**config.mk**
```make
export PLATFORM = sky130hd
export DESIGN_NAME = warp_sched
export DESIGN_NICKNAME = d
export VERILOG_FILES = /design/src/rtl/warp_sched_pkg.sv /design/src/rtl/warp_stall_ctr.sv /design/src/rtl/ws_rr_pick.sv /design/src/rtl/ws_perf.sv /design/src/rtl/warp_sched.sv
export SDC_FILE = /design/constraint.sdc
export NUM_CORES = 1
export LEC_CHECK = 0
export ABC_CLOCK_PERIOD_IN_PS = 6100
export BUFFER_PORTS_ARGS = -buffer_cell sky130_fd_sc_hd__buf_2
export CORE_UTILIZATION = 40
export CTS_CLUSTER_DIAMETER = 200
export DETAILED_ROUTE_END_ITERATION = 10
export PLACE_DENSITY = 0.61
export RECOVER_POWER = 25
export SYNTH_ARGS = -nofsm -noshare
export SYNTH_HDL_FRONTEND = slang
export SYNTH_SLANG_ARGS = --single-unit
```
**constraint.sdc**
```tcl
create_clock -name clk -period 6.1 [get_ports clk]
set_clock_uncertainty 0.05 [all_clocks]
set_input_delay 0.61 -clock clk [delete_from_list [all_inputs] [get_ports clk]]
set_output_delay 0.61 -clock clk [all_outputs]
set_load 0.02 [all_outputs]
```
**src/rtl/warp_sched_pkg.sv**
```systemverilog
package warp_sched_pkg;

  // Advance a warp index by a step, wrapping at the pool size.
  function automatic int unsigned wrap_add(input int unsigned base,
                                           input int unsigned step,
                                           input int unsigned pool);
    int unsigned s;
    s = base + step;
    if (s >= pool) s = s - pool;
    return s;
  endfunction

endpackage

```
**src/rtl/warp_stall_ctr.sv**
```systemverilog
module warp_stall_ctr #(
  parameter int LAT_W = 10
) (
  input  logic             clk,
  input  logic             rst_n,
  input  logic             load_en,
  input  logic [LAT_W-1:0] load_val,
  output logic             busy
);

  logic [LAT_W-1:0] cnt_q, cnt_d;

  always_comb begin
    cnt_d = cnt_q;
    if (load_en)
      cnt_d = load_val;
    else if (cnt_q != '0)
      cnt_d = cnt_q - 1'b1;
  end

  always_ff @(posedge clk or negedge rst_n) begin
    if (!rst_n) cnt_q <= '0;
    else        cnt_q <= cnt_d;
  end

  assign busy = (cnt_q != '0);

endmodule

```
**src/rtl/ws_rr_pick.sv**
```systemverilog
module ws_rr_pick
  import warp_sched_pkg::*;
#(
  parameter int NUM_WARPS = 16,
  parameter int IDX_W     = $clog2(NUM_WARPS)
) (
  input  logic [NUM_WARPS-1:0] req,
  input  logic [IDX_W-1:0]     last,
  output logic [IDX_W-1:0]     gnt_idx,
  output logic                 gnt_vld
);

  // Scan from farthest to nearest so the nearest requester after 'last' wins.
  always_comb begin
    gnt_idx = '0;
    gnt_vld = 1'b0;
    for (int k = NUM_WARPS; k >= 1; k--) begin
      int unsigned p;
      p = wrap_add(int'(last), k, NUM_WARPS);
      if (req[p]) begin
        gnt_idx = IDX_W'(p);
        gnt_vld = 1'b1;
      end
    end
  end

endmodule

```
**src/rtl/ws_perf.sv**
```systemverilog
module ws_perf #(
  parameter int CNT_W = 32
) (
  input  logic             clk,
  input  logic             rst_n,
  input  logic             inc_issue,
  input  logic             inc_idle,
  output logic [CNT_W-1:0] issued_cnt,
  output logic [CNT_W-1:0] idle_cnt
);

  logic [CNT_W-1:0] iss_q, iss_d, idl_q, idl_d;

  always_comb begin
    iss_d = iss_q;
    idl_d = idl_q;
    if (inc_issue) iss_d = iss_q + 1'b1;
    if (inc_idle)  idl_d = idl_q + 1'b1;
  end

  always_ff @(posedge clk or negedge rst_n) begin
    if (!rst_n) begin
      iss_q <= '0;
      idl_q <= '0;
    end else begin
      iss_q <= iss_d;
      idl_q <= idl_d;
    end
  end

  assign issued_cnt = iss_q;
  assign idle_cnt   = idl_q;

endmodule

```
**src/rtl/warp_sched.sv**
```systemverilog
module warp_sched #(
  parameter int NUM_WARPS = 16,
  parameter int LAT_W     = 10,
  parameter int CNT_W     = 32,
  localparam int IDX_W    = $clog2(NUM_WARPS),
  localparam int CFG_W    = IDX_W + 1
) (
  input  logic             clk,
  input  logic             rst_n,
  input  logic [CFG_W-1:0] cfg_warps,
  input  logic [LAT_W-1:0] cfg_mem_lat,
  input  logic             issue_is_load,
  output logic [IDX_W-1:0] sel_warp,
  output logic             issue_vld,
  output logic             bubble,
  output logic [CNT_W-1:0] issued_cnt,
  output logic [CNT_W-1:0] idle_cnt
);

  logic [NUM_WARPS-1:0] stall_busy;
  logic [NUM_WARPS-1:0] resident;
  logic [NUM_WARPS-1:0] ready;
  logic [IDX_W-1:0]     last_q, last_d;
  logic [IDX_W-1:0]     gnt_idx;
  logic                 gnt_vld;

  for (genvar g = 0; g < NUM_WARPS; g++) begin : g_warp
    logic ld_here;
    assign resident[g] = (CFG_W'(g) < cfg_warps);
    assign ready[g]    = resident[g] & ~stall_busy[g];
    assign ld_here     = gnt_vld & issue_is_load & (gnt_idx == IDX_W'(g));

    warp_stall_ctr #(.LAT_W(LAT_W)) u_stall (
      .clk      (clk),
      .rst_n    (rst_n),
      .load_en  (ld_here),
      .load_val (cfg_mem_lat),
      .busy     (stall_busy[g])
    );
  end

  ws_rr_pick #(.NUM_WARPS(NUM_WARPS), .IDX_W(IDX_W)) u_pick (
    .req     (ready),
    .last    (last_q),
    .gnt_idx (gnt_idx),
    .gnt_vld (gnt_vld)
  );

  always_comb begin
    last_d = last_q;
    if (gnt_vld) last_d = gnt_idx;
  end

  always_ff @(posedge clk or negedge rst_n) begin
    if (!rst_n) last_q <= IDX_W'(NUM_WARPS - 1);
    else        last_q <= last_d;
  end

  ws_perf #(.CNT_W(CNT_W)) u_perf (
    .clk        (clk),
    .rst_n      (rst_n),
    .inc_issue  (gnt_vld),
    .inc_idle   (~gnt_vld),
    .issued_cnt (issued_cnt),
    .idle_cnt   (idle_cnt)
  );

  assign sel_warp  = gnt_idx;
  assign issue_vld = gnt_vld;
  assign bubble    = ~gnt_vld;

endmodule

```
# --- Yosys cells after proc, flatten, opt, wreduce, memory -nomap -nowiden ---
# Cells that the tools add are included.
op_classes:
  muxes: 112
  reduce_logical: 33
  n_eq_ne: 15
  order_cmp: 48
  add_sub_neg: 50
  bitwise: 50
op_table:
  columns: ["cell", "n"]
  rows:
  - ["greater-or-equal comparator 32 x 5 -> 1 bit (second input constant)", 16]
  - ["less-than comparator 32 x 5 -> 1 bit (second input constant)", 16]
  - ["2-to-1 mux 32 bit", 16]
  - ["subtractor 32 x 5 -> 32 bit (second input constant)", 16]
  - ["2-to-1 mux 10 bit", 32]
  - ["nonzero test 10 bit", 16]
  - ["subtractor 10 x 1 -> 10 bit (second input constant)", 16]
  - ["adder 32 x 1 -> 32 bit (second input constant)", 2]
  - ["binary-select mux 1 bit (select 4 bit)", 16]
  - ["2-to-1 mux 4 bit", 16]
  - ["adder 4 x 4 -> 5 bit (second input constant)", 8]
  - ["less-than comparator 4 x 5 -> 1 bit (first input constant)", 8]
  - ["AND 1 bit", 33]
  - ["== test 4 bit (second input constant)", 8]
  - ["2-to-1 mux 1 bit", 32]
  - ["nonzero test 2 bit", 16]
  - ["adder 4 x 3 -> 5 bit (second input constant)", 4]
  - ["less-than comparator 3 x 5 -> 1 bit (first input constant)", 4]
  - ["NOT 1 bit", 17]
  - ["== test 4 x 3 -> 1 bit (second input constant)", 4]
  - ["adder 4 x 2 -> 5 bit (second input constant)", 2]
  - ["less-than comparator 1 x 5 -> 1 bit (first input constant)", 2]
  - ["less-than comparator 2 x 5 -> 1 bit (first input constant)", 2]
  - ["== test 4 x 2 -> 1 bit (second input constant)", 2]
  - ["other kinds (4)", 4]
word_totals:
  word_cells: 327
  reg_bits: 228
  out_inout_bits: 70

# --- Depth between registers and ports, before layout ---
# Gate-level depths: netlist (run 1).
depth:
  word_depth: 24
  ltp_mapped: 23

# --- Cells and area by module ---
# From an unflattened synthesis (run 1), not the netlist that was laid out.
hier_totals:
  hier_cells: 1730
  area_unflattened_um2: 16437.0
modules_own_cells:
  columns: ["module", "cells_per_inst", "n_inst", "area_each_um2"]
  rows:
  - ["warp_stall_ctr", 73, 16, 686.9]
  - ["ws_perf", 253, 1, 2955.3]
  - ["ws_rr_pick", 241, 1, 1986.9]
  - ["warp_sched", 68, 1, 504.2]

# --- Worst setup path before layout (run 1) ---
# Ideal clock, no wire load.
synth_timing:
  path_kind: "reg-to-reg"
  start: "register last_q[0]"
  end: "register g_warp[13].u_stall.cnt_q[0]"
  path_stages_with_launch: 23
  slack_ps: 718
  setup_time_ps: 125
  t_arrival_ps: 5207
  t_required_ps: 5925
  path_buffers: 7
  cell_sequence: "dfstp_2 > clkbuf_1 > inv_1 > clkbuf_1 > clkbuf_1 > buf_1 > ha_1 > buf_2 > xor2_1 > clkbuf_1 > o21ai_0 > o2bb2ai_1 > mux2i_1 > a32oi_1 > o311a_1 > nand3_1 > a221oi_1 > o21ai_1 > nand2_1 > or3b_2 > buf_2 > nor2_2 > mux2_2"
synth_via:
  elab_chain_cells: 24
synth_lines:
  columns: ["item", "line_no", "rtl"]
  rows:
  - ["start, declared", "warp_sched.sv:23", "logic [IDX_W-1:0] last_q, last_d;"]
  - ["start signal, assigned", "warp_sched.sv:55", "if (!rst_n) last_q <= IDX_W'(NUM_WARPS - 1);"]
  - ["start signal, assigned", "warp_sched.sv:56", "else last_q <= last_d;"]
  - ["adder 4 x 5 -> 6 bit", "warp_sched_pkg.sv:8", "s = base + step;"]
  - ["subtractor 32 x 5 -> 32 bit or greater-or-equal comparator 32 x 5 -> 1 bit (tied branches)", "warp_sched_pkg.sv:9", "if (s >= pool) s = s - pool;"]
  - ["2-to-1 mux 32 bit", "warp_sched_pkg.sv:9", null]
  - ["binary-select mux 1 bit (select 4 bit)", "ws_rr_pick.sv:20", "if (req[p]) begin"]
  - ["2-to-1 mux 1 bit (implied by the code)", "ws_rr_pick.sv:20", null]
  - ["2-to-1 mux 4 bit or 2-to-1 mux 1 bit (tied branches) (16 in a row)", "ws_rr_pick.sv:20", null]
  - ["== test 4 bit or AND 1 bit (tied branches)", "warp_sched.sv:31", "assign ld_here = gnt_vld & issue_is_load & (gnt_idx == IDX_W'(g));"]
  - ["AND 1 bit (*)", "warp_sched.sv:31", null]
  - ["2-to-1 mux 10 bit or nonzero test 2 bit (tied branches)", null, null]
  - ["end signal, assigned", "warp_stall_ctr.sv:23", "else cnt_q <= cnt_d;"]
  - ["end, declared", "warp_stall_ctr.sv:11", "logic [LAT_W-1:0] cnt_q, cnt_d;"]
# Mark *: on every way between the ends. The rest lies on a longest branch, timed or not. The select of a mux whose other input is x is not followed.
# A chain may end at the register's enable or synchronous reset.

# --- Worst setup path in the final report (run 1) ---
layout_timing:
  start: "register g_warp[15].u_stall.cnt_q[0]"
  end: "output port sel_warp[2]"
layout_via:
  elab_chain_cells: 21
layout_lines:
  columns: ["item", "line_no", "rtl"]
  rows:
  - ["start, declared", "warp_stall_ctr.sv:11", null]
  - ["start signal, assigned", "warp_stall_ctr.sv:23", null]
  - ["nonzero test 10 bit (*)", "warp_stall_ctr.sv:26", "assign busy = (cnt_q != '0);"]
  - ["NOT 1 bit (*)", "warp_sched.sv:30", "assign ready[g] = resident[g] & ~stall_busy[g];"]
  - ["AND 1 bit (*)", "warp_sched.sv:30", null]
  - ["binary-select mux 1 bit (select 4 bit)", "ws_rr_pick.sv:20", null]
  - ["2-to-1 mux 1 bit (implied by the code)", "ws_rr_pick.sv:20", null]
  - ["2-to-1 mux 4 bit (15 in a row)", "ws_rr_pick.sv:20", null]
  - ["2-to-1 mux 4 bit (*)", "ws_rr_pick.sv:20", null]
  - ["end, declared", "warp_sched.sv:13", "output logic [IDX_W-1:0] sel_warp,"]
# Marks and branches as above.

==> reports/qor.txt, run 1 <==
clock latency at the later pin of the worst-skew pair - 550 ps
Yosys top cell area share - 0.3525
CTS Sinks - 228
crit path max fanout - 8
Die Wd - 201.4 um
register bit total from synthesis - 228
cells after synthesis - 1765
count leader, synth - dfrtp_1
Seq/Total Area, Yosys - 0.3591
Worst setup SP type - register
RSZ-0062 raised after global routing - false
failing checks - capacitance limit, slew limit
num rows - 72
Worst Reg2Reg Path Length in Cells - 14
full die area - 0.04056 mm^2
Worst slew margin - -1.510
predominant post-synthesis flop cell - dfrtp_1
routed len/inst - 22.93 um
Worst Hold Class - input port to register
Req. time, crit path - 5440 ps
Async S/R FF share, synth - 1.000
Initial Util - 0.4086
post-synth net total - 1824
hold path startpoint - cfg_mem_lat[6]
ranking of synthesized cells by area - dfrtp_1 (35%), xnor2_1 (6.8%), nand2_1 (3.2%), ha_1 (3.2%), nor2_1 (3.0%)
run status - finished with violations
DR vias - 14920
maximum clock rate - 169.9 MHz
Final Cycle Share - 0.9648
antenna violations before repair - 2
critical path's top delay family - simple AND/OR/NAND/NOR gates
Die Y - 201.4 um
CTS root buf - clkbuf_16
clock period minus worst slack - 5886 ps
vias in the first global route - 14450
global route total overflow - 0
max incr delay on CP - 590 ps
area leader, netlist - dfrtp_1
Worst Hold Depth - 2
crit path kind - register to primary output
CP Depth - 16
Finish-stage setup viols - 0
Worst-path clk slew - 70 ps
share of cells above drive strength 1 - 0.1166
Max-Cap Viols - 1
CP dominant cell by count - nand2_1
hpwl dp - 40540 um
CP Cell Sequence - inv_1 -> ha_1 -> or4b_1 -> or3_1 -> o2bb2ai_1 -> o22ai_1 -> or4_4 -> nand2b_2 -> nand2_1 -> a311o_1 -> o21ai_1 -> nand2_1 -> nand2_1 -> inv_2 -> buf_4 -> buf_2
slew of the pin with the lowest slew margin - 3764 ps
port bufs - 87
H-tree depth - 1
I/O pin total - 88
router iterations before antenna repair - 6
Netlist cell types - 102
WL final - 55010 um
synth warn - 0
first-pass GRT wire length - 85550 um
initial DRC count - 1415
RR Startpoint - g_warp[2].u_stall.cnt_q[4]$_DFFE_PN0P_
synth cell count leaders - dfrtp_1 (224), nand2_1 (137), nor2_1 (129)
crit path DAT - 5230 ps
worst hold path endpoint - g_warp[15].u_stall.cnt_q[6]$_DFFE_PN0P_
setup TNS - 0 ps
worst reg2reg endpoint - g_warp[6].u_stall.cnt_q[0]$_DFFE_PN0P_
Reg2Reg Setup Slack - 220 ps
GR Util All Layers - 0.2698
Remaining DRCs - 0
Avg Synthesized Cell Area - 9.010 um^2
Final Hold Viols - 0
Clock Path Buffers - 3
CTS tree - built
Avg Vias per Cell - 6.218
antenna viol nets, final - 0
Max Transition Viols Final - 67
nets@finish - 1919
Setup crit end kind - primary output
core box area - 0.03892 mm^2
crit path buf inv count - 4
EDFF count, synth - 0
routability cong. - 1.025
CTS buffer count - 27
pin count of the biggest net entering global routing - 163
Layout area overhead - 13.34%
Netlist Area Pre-Place - 0.01590 mm^2
Worst path slowest cell - or4_4
flip-flops by register name (all words and copies together), names as in the netlist:
name,count
g_warp.u_stall.cnt_q,160
u_perf.idle_cnt,32
last_q,4
u_perf.issued_cnt,32
stage by stage:
stage,instance area (um^2),hold WS (ps),worst slack [ps],utilization,cells
2_1_floorplan,15900,264.4,718.4,-,1765
3_3_place_gp,17140,402.2,181.6,0.4403,2347
3_5_place_dp,17140,404.7,240.8,0.4403,2347
4_1_cts,18100,373.5,224.7,0.4651,2396
5_1_grt,18020,388.9,23.80,0.4631,2399
6_report,18020,394.2,214.4,0.4631,2399
worst reg2reg max path, stage by stage (launching register included):
cell	delay [ps]
dfrtp_1	440
nor4_2	580
nand4_1	530
o211ai_1	710
a21oi_1	150
a2111oi_1	610
nand3_1	210
or4_1	440
a41o_1	250
nand4_1	120
o211a_4	320
nand4_1	390
buf_4	340
nor2_2	260
mux2_2	370
layer usage:
layer,vias to the layer above,track usage,wire length (um),part of all wire
met5,-,0,0,0
met4,0,0.1377,2867,0.052
met3,166,0.06090,4828,0.088
met2,598,0.3962,23540,0.43
met1,7323,0.3708,23780,0.43
li1,6830,-,-,-
placed cells by master (no fill, tap or decap), types with 27 or more instances in the layout:
cell       synthesis  layout
nand3_1           76      76
a21oi_1           46      46
and3_1            32      32
nor4_1            34      34
clkbuf_1          56      66
xnor2_1          123     122
xor2_1            50      49
a211oi_1          27      27
o21ai_0           65      65
nor3_1            74      74
nand4_1           33      33
o31ai_1           33      33
inv_1             62      62
dfrtp_1          224     224
buf_4              0      61
nand2_1          137     137
o22ai_1           30      30
clkbuf_16          0      27
nor2_1           129     129
ha_1              41      41
cells by family (layout without fill, tap and decap cells):
group | after synthesis | count (layout) | share of synthesized area
buffers and inverters | 153 | 267 | 0.03832
XOR/XNOR | 173 | 173 | 0.09528
adder cells (fa/ha/maj) | 41 | 41 | 0.03226
AO/OA/AOI/OAI | 442 | 442 | 0.2069
AND/OR/NAND/NOR | 683 | 683 | 0.2363
flip-flops | 228 | 228 | 0.3591
other | 0 | 2 | 0
multiplexers | 45 | 45 | 0.03186
how the worst max path moves through the flow:
stage                     slack [ps]                                      end                               startpoint
final                            210                              sel_warp[2]  g_warp[15].u_stall.cnt_q[0]$_DFFE_PN0P_
after global routing              20   g_warp[6].u_stall.cnt_q[0]$_DFFE_PN0P_   g_warp[2].u_stall.cnt_q[4]$_DFFE_PN0P_
after CTS                        220   g_warp[6].u_stall.cnt_q[0]$_DFFE_PN0P_                    last_q[0]$_DFFE_PN1N_
after detailed placement         240   g_warp[6].u_stall.cnt_q[0]$_DFFE_PN0P_                    last_q[0]$_DFFE_PN1N_
after global placement           180  g_warp[10].u_stall.cnt_q[0]$_DFFE_PN0P_                    last_q[0]$_DFFE_PN1N_
after floorplan                  720  g_warp[13].u_stall.cnt_q[0]$_DFFE_PN0P_                    last_q[0]$_DFFE_PN1N_
final cells by class:
cell class	count	area (um^2)
fillers	3814	20890
multi-input cells	1384	9598
flip-flops and latches	228	5710
repair buffers	151	853.3
clock buffers	31	720.7
well taps	518	648.1
inverters	68	255.2
clock inverters	17	232.7
diodes	2	5.005
what timing repair did:
action                     in CTS  in global routing
hold endpoints to repair       66                  0
buffers inserted                0                  1
setup endpoints to repair       0                  6
hold buffers                    1                  0
resized for setup               0                  1
Power of run 1 is not shown: default switching activity piles up to over one toggle a cycle in this logic, so the estimate is an artifact.
==> run 2, diff against run 1 <==
--- a/config.mk
+++ b/config.mk
@@ -5,13 +5,13 @@
 export SDC_FILE = /design/constraint.sdc
 export NUM_CORES = 1
 export LEC_CHECK = 0
-export ABC_CLOCK_PERIOD_IN_PS = 6100
+export ABC_CLOCK_PERIOD_IN_PS = 6730
 export BUFFER_PORTS_ARGS = -buffer_cell sky130_fd_sc_hd__buf_2
 export CORE_UTILIZATION = 40
 export CTS_CLUSTER_DIAMETER = 200
 export DETAILED_ROUTE_END_ITERATION = 10
 export PLACE_DENSITY = 0.61
-export RECOVER_POWER = 25
+export REMOVE_ABC_BUFFERS = 1
 export SYNTH_ARGS = -nofsm -noshare
 export SYNTH_HDL_FRONTEND = slang
 export SYNTH_SLANG_ARGS = --single-unit
==> constraint.sdc (replaced) <==
create_clock -name clk -period 6.73 [get_ports clk]
set_clock_uncertainty 0.05 [all_clocks]
set_input_delay 0.673 -clock clk [delete_from_list [all_inputs] [get_ports clk]]
set_output_delay 0.673 -clock clk [all_outputs]
set_load 0.02 [all_outputs]
==> reports/qor.txt, run 2 (synthesized netlist as in run 1, its figures left out) <==
clock period minus worst slack - 6274 ps
wire length on met3 - 3512 um
Worst slew margin - 0.02362
routed len/inst - 22.29 um
global route total overflow - 0
vias in the first global route - 14010
CTS root buf - clkbuf_16
Clock Path Buffers - 3
DR top layer - met5
crit path from - g_warp[6].u_stall.cnt_q[4]$_DFFE_PN0P_
H-tree depth - 1
Finish-stage setup viols - 0
CP Cell Sequence - nor4_1 -> nand4_1 -> mux2i_1 -> o211ai_1 -> a2111oi_1 -> nand3_1 -> or4_1 -> a41o_1 -> nand4_1 -> o211a_4 -> buf_2
DRT met1 WL - 23840 um
RSZ-0062 raised after global routing - false
post-CTS sizing - 0
Worst-path clk slew - 60 ps
WL final - 52820 um
nets@finish - 1894
CTS buffer count - 26
Worst setup SP type - register
port bufs - 87
first-pass GRT wire length - 83120 um
Reg2Reg Setup Slack - 570 ps
multi-input logic area - 0.009590 mm^2
Final Hold Viols - 0
final worst slack - 455.8 ps
Layout area overhead - 11.76%
DR vias - 14760
max reg flops - 160
max incr delay on CP - 1210 ps
num rows - 72
full die area - 0.04056 mm^2
wire length on met2 - 23780 um
worst reg2reg endpoint - g_warp[9].u_stall.cnt_q[0]$_DFFE_PN0P_
core box area - 0.03892 mm^2
# diodes - 0
router iterations before antenna repair - 8
CP dominant cell by count - nand4_1
Max-Cap Viols - 1
Worst Reg2Reg Path Length in Cells - 14
crit path kind - register to primary output
Max Transition Viols Final - 0
run status - finished with violations
Remaining DRCs - 0
setup TNS - 0 ps
Die Wd - 201.4 um
# hold bufs at CTS - 0
GR Util All Layers - 0.2595
CP Capture Point - sel_warp[1]
CTS tree - built
Register Area - 0.005710 mm^2
maximum clock rate - 159.4 MHz
WHS - 25.11 ps
antenna viol nets, final - 0
Worst Hold Class - input port to async pin
routability cong. - 0.9732
antenna violations before repair - 3
most common cell after layout, fill and taps aside - dfrtp_1
Final Cycle Share - 0.9323
Post-CTS Setup Bufs - 0
Initial Util - 0.4086
pre-CTS WS - 720.5 ps
Worst path slowest cell - nor4_1
I/O pin total - 88
Setup crit end kind - primary output
Die Y - 201.4 um
Req. time, crit path - 6010 ps
clock latency at the later pin of the worst-skew pair - 540 ps
commonest cells after routing, fill and taps aside - dfrtp_1 (224), nand2_1 (137), nor2_1 (129), xnor2_1 (123), buf_2 (86)
crit path DAT - 5550 ps
initial DRC count - 1283
Top reg by flops - g_warp.u_stall.cnt_q
hpwl dp - 38860 um
Avg Vias per Cell - 6.232
crit path max fanout - 15
share of cells above drive strength 1 - 0.1340
failing checks - capacitance limit
Fill cells - 3803
slew of the pin with the lowest slew margin - 1451 ps
CTS Sinks - 228
pin count of the biggest net entering global routing - 170
RR Startpoint - g_warp[6].u_stall.cnt_q[4]$_DFFE_PN0P_
## run 2: changes by cell type in the layout (fill, tap and decap cells not counted), moves of 2 or more
cell | before | now
buf_2 | 22 | 86
buf_4 | 61 | 38
bufinv_16 | 5 | 1
clkbuf_1 | 66 | 9
clkinv_2 | 6 | 3
diode_2 | 2 | 0
## run 2: per-layer routing
metal,vias to the layer above,GRT usage
li1,6770,-
met1,7332,0.3664
met2,550,0.4094
met3,106,0.03628
met4,6,0.08171
met5,-,0
## run 2: critical path, delay by kind of cell (launching register included)
kind                   cells  cell delay (ps)
multiplexers               1              370
AO/OA/AOI/OAI              4             1520
AND/OR/NAND/NOR            5             2470
buffers and inverters      1              220
flip-flops                 1              420
## run 2: per-stage QoR
stage                     cell area [um^2]    util  instances
final                                17770  0.4567       2369
after global routing                 17770  0.4567       2369
after CTS                            17770  0.4567       2369
after detailed placement             16980  0.4362       2325
after global placement               16980  0.4362       2325
after floorplan                      15550       -       1680
## run 2: worst min path at each step
stage	start	end	slack, ps	cells after the start
floorplan	rst_n	g_warp[0].u_stall.cnt_q[0]$_DFFE_PN0P_	330	0
global placement	u_perf.idle_cnt[31]$_DFFE_PN0P_	u_perf.idle_cnt[31]$_DFFE_PN0P_	400	1
detailed placement	u_perf.idle_cnt[31]$_DFFE_PN0P_	u_perf.idle_cnt[31]$_DFFE_PN0P_	410	1
CTS	rst_n	g_warp[0].u_stall.cnt_q[7]$_DFFE_PN0P_	20	1
global route	rst_n	g_warp[0].u_stall.cnt_q[7]$_DFFE_PN0P_	40	1
finish	rst_n	g_warp[1].u_stall.cnt_q[8]$_DFFE_PN0P_	30	1
## run 2: area by class of cell
type                       instances  share of cell area
tap                              518             0.03647
clock buffer                      38             0.04146
inverter                          68             0.01436
multi-input combinational       1384              0.5396
clock inverter                     6            0.003449
timing repair buffer             127             0.04336
sequential                       228              0.3213
Power of run 2 is left out for the same reason.
